### src/rtl/smbh_pkg.sv
package smbh_pkg;

    typedef enum logic [1:0] {
        SQ_IDLE   = 2'd0,
        SQ_LAUNCH = 2'd1,
        SQ_WAIT   = 2'd2
    } sq_state_t;

    typedef enum logic [1:0] {
        RES_ACK  = 2'd0,
        RES_NACK = 2'd1,
        RES_ARB  = 2'd2,
        RES_PEC  = 2'd3
    } eng_res_t;

    typedef struct packed {
        logic ok;
        logic nack;
        logic arb;
        logic pec;
        logic kill;
    } fin_t;

    localparam logic [3:0] OFS_STAT = 4'd0;
    localparam logic [3:0] OFS_CTL  = 4'd2;
    localparam logic [3:0] OFS_CMD  = 4'd3;
    localparam logic [3:0] OFS_ADR  = 4'd4;
    localparam logic [3:0] OFS_D0   = 4'd5;
    localparam logic [3:0] OFS_D1   = 4'd6;
    localparam logic [3:0] OFS_BLK  = 4'd7;
    localparam logic [3:0] OFS_PEC  = 4'd8;
    localparam logic [3:0] OFS_AXS  = 4'd12;
    localparam logic [3:0] OFS_AXC  = 4'd13;

    localparam int CTL_PEC   = 7;
    localparam int CTL_GO    = 6;
    localparam int CTL_PR_HI = 5;
    localparam int CTL_PR_LO = 2;
    localparam int CTL_KILL  = 1;

    localparam int ST_BDONE = 7;
    localparam int ST_INUSE = 6;
    localparam int ST_ALERT = 5;
    localparam int ST_FAIL  = 4;
    localparam int ST_BUS   = 3;
    localparam int ST_DEV   = 2;
    localparam int ST_DONE  = 1;

endpackage

### src/rtl/smbh_seq.sv
module smbh_seq
    import smbh_pkg::*;
(
    input  logic       clk,
    input  logic       rst_n,
    input  logic       go_req,
    input  logic       kill_req,
    input  logic       eng_done,
    input  logic [1:0] eng_result,
    output logic       busy,
    output logic       eng_start,
    output logic       eng_abort,
    output fin_t       fin
);

    sq_state_t state_q;
    sq_state_t state_d;

    always_ff @(posedge clk or negedge rst_n) begin
        if (!rst_n) begin
            state_q <= SQ_IDLE;
        end else begin
            state_q <= state_d;
        end
    end

    always_comb begin
        state_d = state_q;
        unique case (state_q)
            SQ_IDLE: begin
                if (go_req) state_d = SQ_LAUNCH;
            end
            SQ_LAUNCH: begin
                state_d = (kill_req || eng_done) ? SQ_IDLE : SQ_WAIT;
            end
            SQ_WAIT: begin
                if (kill_req || eng_done) state_d = SQ_IDLE;
            end
            default: state_d = SQ_IDLE;
        endcase
    end

    always_comb begin
        busy      = (state_q != SQ_IDLE);
        eng_start = (state_q == SQ_LAUNCH);
        eng_abort = busy && kill_req;
        fin       = '0;
        if (busy && kill_req) begin
            fin.kill = 1'b1;
        end else if (busy && eng_done) begin
            unique case (eng_res_t'(eng_result))
                RES_ACK:  fin.ok   = 1'b1;
                RES_NACK: fin.nack = 1'b1;
                RES_ARB:  fin.arb  = 1'b1;
                RES_PEC:  fin.pec  = 1'b1;
                default:  fin      = '0;
            endcase
        end
    end


    kill_stop_chk: assert property (@(posedge clk) disable iff (!rst_n)
        (busy && kill_req) |=> !busy)
        else $error("kill did not stop the transaction");


    launch_pulse_chk: assert property (@(posedge clk) disable iff (!rst_n)
        (!busy && go_req) |=> (eng_start && busy))
        else $error("launch request did not start engine");


    start_once_chk: assert property (@(posedge clk) disable iff (!rst_n)
        eng_start |=> !eng_start)
        else $error("start strobe longer than one cycle");


    no_relaunch_chk: assert property (@(posedge clk) disable iff (!rst_n)
        (state_q == SQ_WAIT && go_req && !kill_req && !eng_done) |=> (busy && !eng_start))
        else $error("launch while busy restarted the engine");

endmodule

### src/rtl/smbh_buf.sv
module smbh_buf #(
    parameter int DEPTH = 32,
    parameter int IDX_W = 5
)(
    input  logic             clk,
    input  logic             rst_n,
    input  logic             en,
    input  logic             cpu_wr,
    input  logic             cpu_rd,
    input  logic [7:0]       cpu_wdata,
    input  logic             rewind,
    output logic [7:0]       cpu_rdata,
    input  logic [IDX_W-1:0] eng_addr,
    input  logic             eng_we,
    input  logic [7:0]       eng_wdata,
    output logic [7:0]       eng_rdata
);

    localparam logic [IDX_W-1:0] LAST_IDX = IDX_W'(DEPTH - 1);

    logic [7:0]       mem [DEPTH];
    logic [IDX_W-1:0] idx_q;
    logic [IDX_W-1:0] cur_idx;

    assign cur_idx   = en ? idx_q : '0;
    assign cpu_rdata = mem[cur_idx];
    assign eng_rdata = mem[eng_addr];

    always_ff @(posedge clk or negedge rst_n) begin
        if (!rst_n) begin
            idx_q <= '0;
        end else if (rewind || !en) begin
            idx_q <= '0;
        end else if (cpu_wr || cpu_rd) begin
            idx_q <= (idx_q == LAST_IDX) ? '0 : idx_q + 1'b1;
        end
    end

    always_ff @(posedge clk or negedge rst_n) begin
        if (!rst_n) begin
            for (int i = 0; i < DEPTH; i++) mem[i] <= '0;
        end else begin
            if (eng_we) mem[eng_addr] <= eng_wdata;
            if (cpu_wr) mem[cur_idx] <= cpu_wdata;
        end
    end


    idx_step_chk: assert property (@(posedge clk) disable iff (!rst_n)
        (en && !rewind && (cpu_wr || cpu_rd)) |=> (idx_q != $past(idx_q)))
        else $error("buffer index did not advance");

endmodule

### src/rtl/smbh_regfront.sv
module smbh_regfront
    import smbh_pkg::*;
#(
    parameter int BUF_DEPTH = 32,
    localparam int IDX_W = (BUF_DEPTH > 1) ? $clog2(BUF_DEPTH) : 1
)(
    input  logic             clk,
    input  logic             rst_n,
    input  logic             bus_sel,
    input  logic             bus_wr,
    input  logic [3:0]       bus_addr,
    input  logic [7:0]       bus_wdata,
    output logic [7:0]       bus_rdata,
    input  logic             alert_in,
    output logic             eng_start,
    output logic             eng_abort,
    output logic [3:0]       eng_proto,
    output logic             eng_pec_en,
    output logic [6:0]       eng_slave,
    output logic             eng_dir_rd,
    output logic [7:0]       eng_cmd,
    output logic [7:0]       eng_d0,
    output logic [7:0]       eng_d1,
    output logic [7:0]       eng_pec_byte,
    output logic             eng_crc_chk,
    output logic             eng_buf32,
    input  logic             eng_done,
    input  logic [1:0]       eng_result,
    input  logic             eng_byte_done,
    input  logic [7:0]       eng_rdata0,
    input  logic [7:0]       eng_rdata1,
    input  logic [IDX_W-1:0] eng_buf_addr,
    input  logic             eng_buf_we,
    input  logic [7:0]       eng_buf_wdata,
    output logic [7:0]       eng_buf_rdata
);

    logic       wr_en;
    logic       rd_en;
    logic       cfg_we;
    logic       busy;
    logic       go_req;
    logic       kill_req;
    fin_t       fin;
    logic [7:0] st_clr;
    logic [7:0] blk_rdata;

    logic [3:0] proto_q;
    logic       pec_en_q;
    logic [7:0] cmd_q;
    logic [7:0] adr_q;
    logic [7:0] d0_q;
    logic [7:0] d1_q;
    logic [7:0] pec_q;
    logic [1:0] axc_q;

    logic st_bd, st_inuse, st_alert, st_fail, st_bus, st_dev, st_done;
    logic axs_pec;

    assign wr_en    = bus_sel && bus_wr;
    assign rd_en    = bus_sel && !bus_wr;
    assign cfg_we   = wr_en && !busy;
    assign go_req   = wr_en && (bus_addr == OFS_CTL) && bus_wdata[CTL_GO] && !bus_wdata[CTL_KILL];
    assign kill_req = wr_en && (bus_addr == OFS_CTL) && bus_wdata[CTL_KILL];
    assign st_clr   = (wr_en && bus_addr == OFS_STAT) ? bus_wdata : 8'h00;

    smbh_seq u_seq (
        .clk        (clk),
        .rst_n      (rst_n),
        .go_req     (go_req),
        .kill_req   (kill_req),
        .eng_done   (eng_done),
        .eng_result (eng_result),
        .busy       (busy),
        .eng_start  (eng_start),
        .eng_abort  (eng_abort),
        .fin        (fin)
    );

    smbh_buf #(
        .DEPTH (BUF_DEPTH),
        .IDX_W (IDX_W)
    ) u_buf (
        .clk       (clk),
        .rst_n     (rst_n),
        .en        (axc_q[1]),
        .cpu_wr    (cfg_we && bus_addr == OFS_BLK),
        .cpu_rd    (rd_en && bus_addr == OFS_BLK),
        .cpu_wdata (bus_wdata),
        .rewind    (rd_en && bus_addr == OFS_CTL),
        .cpu_rdata (blk_rdata),
        .eng_addr  (eng_buf_addr),
        .eng_we    (eng_buf_we && busy),
        .eng_wdata (eng_buf_wdata),
        .eng_rdata (eng_buf_rdata)
    );

    // Configuration registers: frozen while a transaction runs.
    always_ff @(posedge clk or negedge rst_n) begin
        if (!rst_n) begin
            proto_q  <= '0;
            pec_en_q <= 1'b0;
            cmd_q    <= '0;
            adr_q    <= '0;
            d0_q     <= '0;
            d1_q     <= '0;
            pec_q    <= '0;
            axc_q    <= '0;
        end else begin
            if (cfg_we) begin
                case (bus_addr)
                    OFS_CTL: begin
                        proto_q  <= bus_wdata[CTL_PR_HI:CTL_PR_LO];
                        pec_en_q <= bus_wdata[CTL_PEC];
                    end
                    OFS_CMD: cmd_q <= bus_wdata;
                    OFS_ADR: adr_q <= bus_wdata;
                    OFS_D0:  d0_q  <= bus_wdata;
                    OFS_D1:  d1_q  <= bus_wdata;
                    OFS_PEC: pec_q <= bus_wdata;
                    OFS_AXC: axc_q <= bus_wdata[1:0];
                    default: ;
                endcase
            end
            if (fin.ok && adr_q[0]) begin
                d0_q <= eng_rdata0;
                d1_q <= eng_rdata1;
            end
        end
    end

    // Sticky status: a set in the same cycle as a clear wins.
    always_ff @(posedge clk or negedge rst_n) begin
        if (!rst_n) begin
            st_bd    <= 1'b0;
            st_inuse <= 1'b0;
            st_alert <= 1'b0;
            st_fail  <= 1'b0;
            st_bus   <= 1'b0;
            st_dev   <= 1'b0;
            st_done  <= 1'b0;
            axs_pec  <= 1'b0;
        end else begin
            st_bd    <= (st_bd    && !st_clr[ST_BDONE]) || eng_byte_done;
            st_inuse <= (st_inuse && !st_clr[ST_INUSE]) || (rd_en && bus_addr == OFS_STAT);
            st_alert <= (st_alert && !st_clr[ST_ALERT]) || alert_in;
            st_fail  <= (st_fail  && !st_clr[ST_FAIL])  || fin.kill;
            st_bus   <= (st_bus   && !st_clr[ST_BUS])   || fin.arb;
            st_dev   <= (st_dev   && !st_clr[ST_DEV])   || fin.nack || fin.pec;
            st_done  <= (st_done  && !st_clr[ST_DONE])  || fin.ok;
            axs_pec  <= (axs_pec  && !(wr_en && bus_addr == OFS_AXS && bus_wdata[0])) || fin.pec;
        end
    end

    always_comb begin
        unique case (bus_addr)
            OFS_STAT: bus_rdata = {st_bd, st_inuse, st_alert, st_fail, st_bus, st_dev, st_done, busy};
            OFS_CTL:  bus_rdata = {pec_en_q, 1'b0, proto_q, 2'b00};
            OFS_CMD:  bus_rdata = cmd_q;
            OFS_ADR:  bus_rdata = adr_q;
            OFS_D0:   bus_rdata = d0_q;
            OFS_D1:   bus_rdata = d1_q;
            OFS_BLK:  bus_rdata = blk_rdata;
            OFS_PEC:  bus_rdata = pec_q;
            OFS_AXS:  bus_rdata = {7'b0, axs_pec};
            OFS_AXC:  bus_rdata = {6'b0, axc_q};
            default:  bus_rdata = 8'h00;
        endcase
    end

    assign eng_proto    = proto_q;
    assign eng_pec_en   = pec_en_q;
    assign eng_slave    = adr_q[7:1];
    assign eng_dir_rd   = adr_q[0];
    assign eng_cmd      = cmd_q;
    assign eng_d0       = d0_q;
    assign eng_d1       = d1_q;
    assign eng_pec_byte = pec_q;
    assign eng_crc_chk  = axc_q[0];
    assign eng_buf32    = axc_q[1];


    busy_drop_chk: assert property (@(posedge clk) disable iff (!rst_n)
        $fell(busy) |-> (st_done || st_dev || st_bus || st_fail))
        else $error("busy fell without an outcome flag");


    one_outcome_chk: assert property (@(posedge clk) disable iff (!rst_n)
        $onehot0(fin))
        else $error("more than one outcome in a cycle");


    w1c_zero_chk: assert property (@(posedge clk) disable iff (!rst_n)
        (wr_en && bus_addr == OFS_STAT && bus_wdata == 8'h00 && !eng_byte_done && !alert_in && fin == '0)
        |=> ({st_bd, st_alert, st_fail, st_bus, st_dev, st_done} ==
             $past({st_bd, st_alert, st_fail, st_bus, st_dev, st_done})))
        else $error("zero write changed a status flag");


    cmd_lock_chk: assert property (@(posedge clk) disable iff (!rst_n)
        (busy && wr_en && bus_addr == OFS_CMD) |=> $stable(cmd_q))
        else $error("command changed while busy");


    capture_chk: assert property (@(posedge clk) disable iff (!rst_n)
        (fin.ok && adr_q[0]) |=> (d0_q == $past(eng_rdata0) && d1_q == $past(eng_rdata1)))
        else $error("read data not captured");

endmodule

### config.mk
export PLATFORM = sky130hd
export DESIGN_NAME = smbh_regfront
export DESIGN_NICKNAME = d
export VERILOG_FILES = /design/src/rtl/smbh_pkg.sv /design/src/rtl/smbh_seq.sv /design/src/rtl/smbh_buf.sv /design/src/rtl/smbh_regfront.sv
export SDC_FILE = /design/constraint.sdc
export NUM_CORES = 1
export LEC_CHECK = 0
export ABC_AREA = 1
export BUFFER_PORTS_ARGS = -buffer_cell sky130_fd_sc_hd__buf_2
export CAP_MARGIN = 20
export CORE_UTILIZATION = 25
export CTS_CLUSTER_DIAMETER = 150
export DETAILED_ROUTE_END_ITERATION = 7
export PLACE_DENSITY = 0.4
export SLEW_MARGIN = 20
export SYNTH_ARGS = -nofsm -noshare
export SYNTH_HDL_FRONTEND = slang
export SYNTH_SLANG_ARGS = --single-unit
### constraint.sdc
create_clock -name clk -period 1.9 [get_ports clk]
set_clock_uncertainty 0.1 [all_clocks]
set_input_delay 0.19 -clock clk [delete_from_list [all_inputs] [get_ports clk]]
set_output_delay 0.19 -clock clk [all_outputs]
set_load 0.02 [all_outputs]
==> flow_metrics.py <==
metrics = {
    "status": {
        "status": "finished, violations left",
        "violations": "setup timing",
    },
    "global_routing": {
        "grt_overflow": 0,
        "grt_max_degree": 52,
        "grt_pass1_vias": 22270,
        "grt_util_all_layers_pct": 26.83,
        "grt_antenna_before_repair": 5,
        "grt_pass1_wl_um": 153200,
    },
    "logic_synthesis": {
        "synth_warnings": 0,
        "synth_xor_xnor_area_share_pct": 0,
        "synth-simple-area-share_pct": 21.67,
        "syn_area_mm2": 0.01917,
        "ys_seq_area_share_pct": 41.50,
        "ys_types": 34,
        "synth_top_area_share_pct": 41.50,
        "yosysTopAreaCell": "dfrtp_1",
        "synth.area.top_cells": "dfrtp_1 42%, nand2_1 15%, o21ai_0 12%",
        "synth_nets": 2762,
        "netlist_top_cells_count": "788 x nand2_1, 456 x o21ai_0, 320 x inv_1",
        "synth-async-reset-ratio_pct": 100.0,
        "ys_seq_elements": 318,
        "yosysMostFrequentCell": "nand2_1",
        "synth-compound-area-share_pct": 26.44,
        "muxShareOfSynthArea_pct": 0,
        "syn_area_per_cell_um2": 7.078,
        "synth_edf_count": 0,
        "dominantRegCellSynth": "dfrtp_1",
        "synthesis.instances": 2709,
        "synth_adder_area_share_pct": 0.1305,
        "synth_top_family_by_area": "compound AO/OA/AOI/OAI gates",
    },
    "layout": {
        "final_area_mm2": 0.02867,
        "drive_gt1_share_pct": 30.84,
        "diodes": 0,
        "fin_util_pct": 37.75,
        "areaGrowthSynthToFinish_pct": 49.54,
        "layout.nets": 3362,
        "fin_cells": 4363,
    },
    "sta": {
        "rsz0062_at_grt": "yes",
        "slew_violations": 0,
        "worst_pin_slew_ps": 691.2,
        "slew_headroom_pct": 53.87,
        "finalHoldViolCount": 0,
        "fin_tns_setup_ps": -71430,
        "fmax_mhz": 338.6,
        "min_period_over_period_pct": 155.4,
        "worst_slack_ps": -1053,
        "setup_viol": 277,
        "fin_crit_ps": 2953,
    },
    "drt": {
        "vias": 22850,
        "first_pass_iters": 6,
        "finalWirelength_um": 105500,
        "viasPerCell": 5.238,
        "drtAntennaViolNets": 0,
        "wire_per_inst_um": 24.18,
        "drcViolationCount": 0,
        "drtIter0Drc": 2213,
    },
    "cts": {
        "clk_pin_slew_ps": 60,
        "cts-buffers-inserted": 43,
        "htreeDepth": 2,
        "worst_skew_pair.late_latency_ps": 580,
        "cts_tree": "built",
        "clockRootBuffer": "clkbuf_16",
        "clock_path_buffers": 3,
        "clkSinkCount": 318,
    },
    "die": {
        "fp.dieH_um": 278.9,
        "dieArea_mm2": 0.07780,
        "die_w_um": 278.9,
        "rows": 101,
        "initial_utilization_pct": 25.25,
        "ios": 116,
        "coreArea_mm2": 0.07595,
    },
    "setup_path": {
        "path_cells": "buf_4, buf_6, buf_6, nand2_8, clkinv_8, nor3_4, o21ai_1, nand2_1, nand3b_1, nand2_1, buf_6",
        "crit_family": "simple AND/OR/NAND/NOR gates",
        "cp_max_fo": 4,
        "slowest_stage": "dfrtp_2",
        "end_kind": "primary output",
        "arrival_ps": 2660,
        "crit_path_frequent_cell": "buf_6",
        "crit_required_ps": 1610,
        "start_kind": "register",
        "cp.buffers_inverters": 5,
        "slowest_delay_ps": 460,
        "critPathKind": "register to primary output",
    },
    "pwr": {
        "p_leak_uw": 0.01351,
        "p_per_area_mw_per_mm2": 661.0,
        "ir_worst_vdd_mv": 0.6476,
    },
    "place": {
        "dp_slack_ps": -689.8,
        "dp_cells": 4176,
        "io_buffer_count": 115,
        "hpwl_um": 75460,
        "placed_area_mm2": 0.02514,
        "gp_congestion": 0.9944,
    },
    "worst_hold_path": {
        "hold_path.class": "input port to register",
    },
    "flow_run": {
        "maxCapViolations": 0,
    },
}
-- path summary, 6_finish.rpt --
kind / startpoint / to / slack [ps] / cells past startpoint
worst max register to register: axc_q[1] / u_buf.mem[206] / -540 / 16
worst max-delay path: axc_q[1] / bus_rdata[2] / -1050 / 11
max in group asynchronous: rst_n / u_buf.mem[221] / 890 / 3
min in group asynchronous: rst_n / u_buf.mem[72] / 120 / 2
worst min register to register: axs_pec / axs_pec / 400 / 2
worst min-delay path: bus_wdata[2] / u_buf.mem[130] / 20 / 4
-- metrics by stage --
stage          power [µW]  hold WS, ps
2_1_floorplan        8549       -205.6
3_3_place_gp        10270        148.1
3_5_place_dp        10270        139.5
4_1_cts             19050        3.282
5_1_grt             19600        36.28
6_report            18950        15.90
-- cell type report --
type / instances / area (µm²)
fillers: 8005 / 47280
repair buffers: 743 / 6766
multi-input cells: 1881 / 10000
well taps: 1030 / 1289
clock buffers: 62 / 1310
flip-flops and latches: 318 / 7963
inverters: 322 / 1230
clock inverters: 7 / 110.1
-- flip-flops by register name, indices dropped and copies added, names as in the netlist, 2 cells and up --
register       cells
u_seq.state_q      2
eng_d1             8
axc_q              2
eng_d0             8
eng_proto          4
u_buf.mem        256
eng_pec_byte       8
eng_cmd            8
u_buf.idx_q        5
adr_q              8
-- per-layer routing --
| metal | GRT usage [%] | up-vias | part of all wire, % | wire length (µm) |
|---|---|---|---|---|
| li1 | - | 10370 | - | - |
| met1 | 35.81 | 11300 | 43 | 45160 |
| met2 | 43.78 | 985 | 46 | 48620 |
| met3 | 3.339 | 191 | 6.7 | 7045 |
| met4 | 10.99 | 2 | 4.4 | 4638 |
| met5 | 0 | - | 0.012 | 13 |
-- placed cells by master (no fill, tap or decap), types with 40 or more instances in the layout --
cell type / instances
buf_12: 80
buf_2: 100
buf_4: 462
buf_6: 58
clkbuf_16: 47
dfrtp_1: 314
inv_1: 240
inv_2: 79
nand2_1: 736
nand2_2: 40
nand3_1: 65
nand4_1: 43
nor2_1: 52
o211ai_1: 208
o21ai_0: 295
o21ai_1: 138
o22ai_1: 94
-- repair_timing --
| item | CTS | global route |
|---|---|---|
| endpoints found under the hold margin | 95 | 0 |
| resized for setup | 350 | 155 |
| buffers inserted | 66 | 26 |
| hold buffers | 33 | 0 |
| pin swaps | 89 | 54 |
| cloned | 3 | 2 |
| endpoints found under the setup margin | 293 | 299 |
-- worst reg2reg max path: stages (launching register included) --
cell and delay, ps:
dfrtp_2 450, buf_4 140, buf_6 80, buf_6 100, nand2_8 80, buf_6 140, nor3_4 230, buf_4 160
buf_6 90, buf_6 80, buf_6 90, buf_8 120, buf_12 110, nand2_8 80, o21ai_1 100, a21oi_1 60
a31oi_1 150
-- kinds of logic (layout without fill, tap and decap cells) --
logic type | count (synthesis) | in the layout
AO/OA/AOI/OAI | 862 | 862
adder cells (fa/ha/maj) | 2 | 2
buffers and inverters | 510 | 1134
AND/OR/NAND/NOR | 1017 | 1017
flip-flops | 318 | 318
-- where the power goes --
| part | switching [µW] | internal (µW) | leakage [µW] |
|---|---|---|---|
| combinational | 2010 | 1140 | 0.00951 |
| sequential | 293 | 7070 | 0.00329 |
| clock | 3320 | 5130 | 0.000705 |
Power figures use the tool's default switching activity.
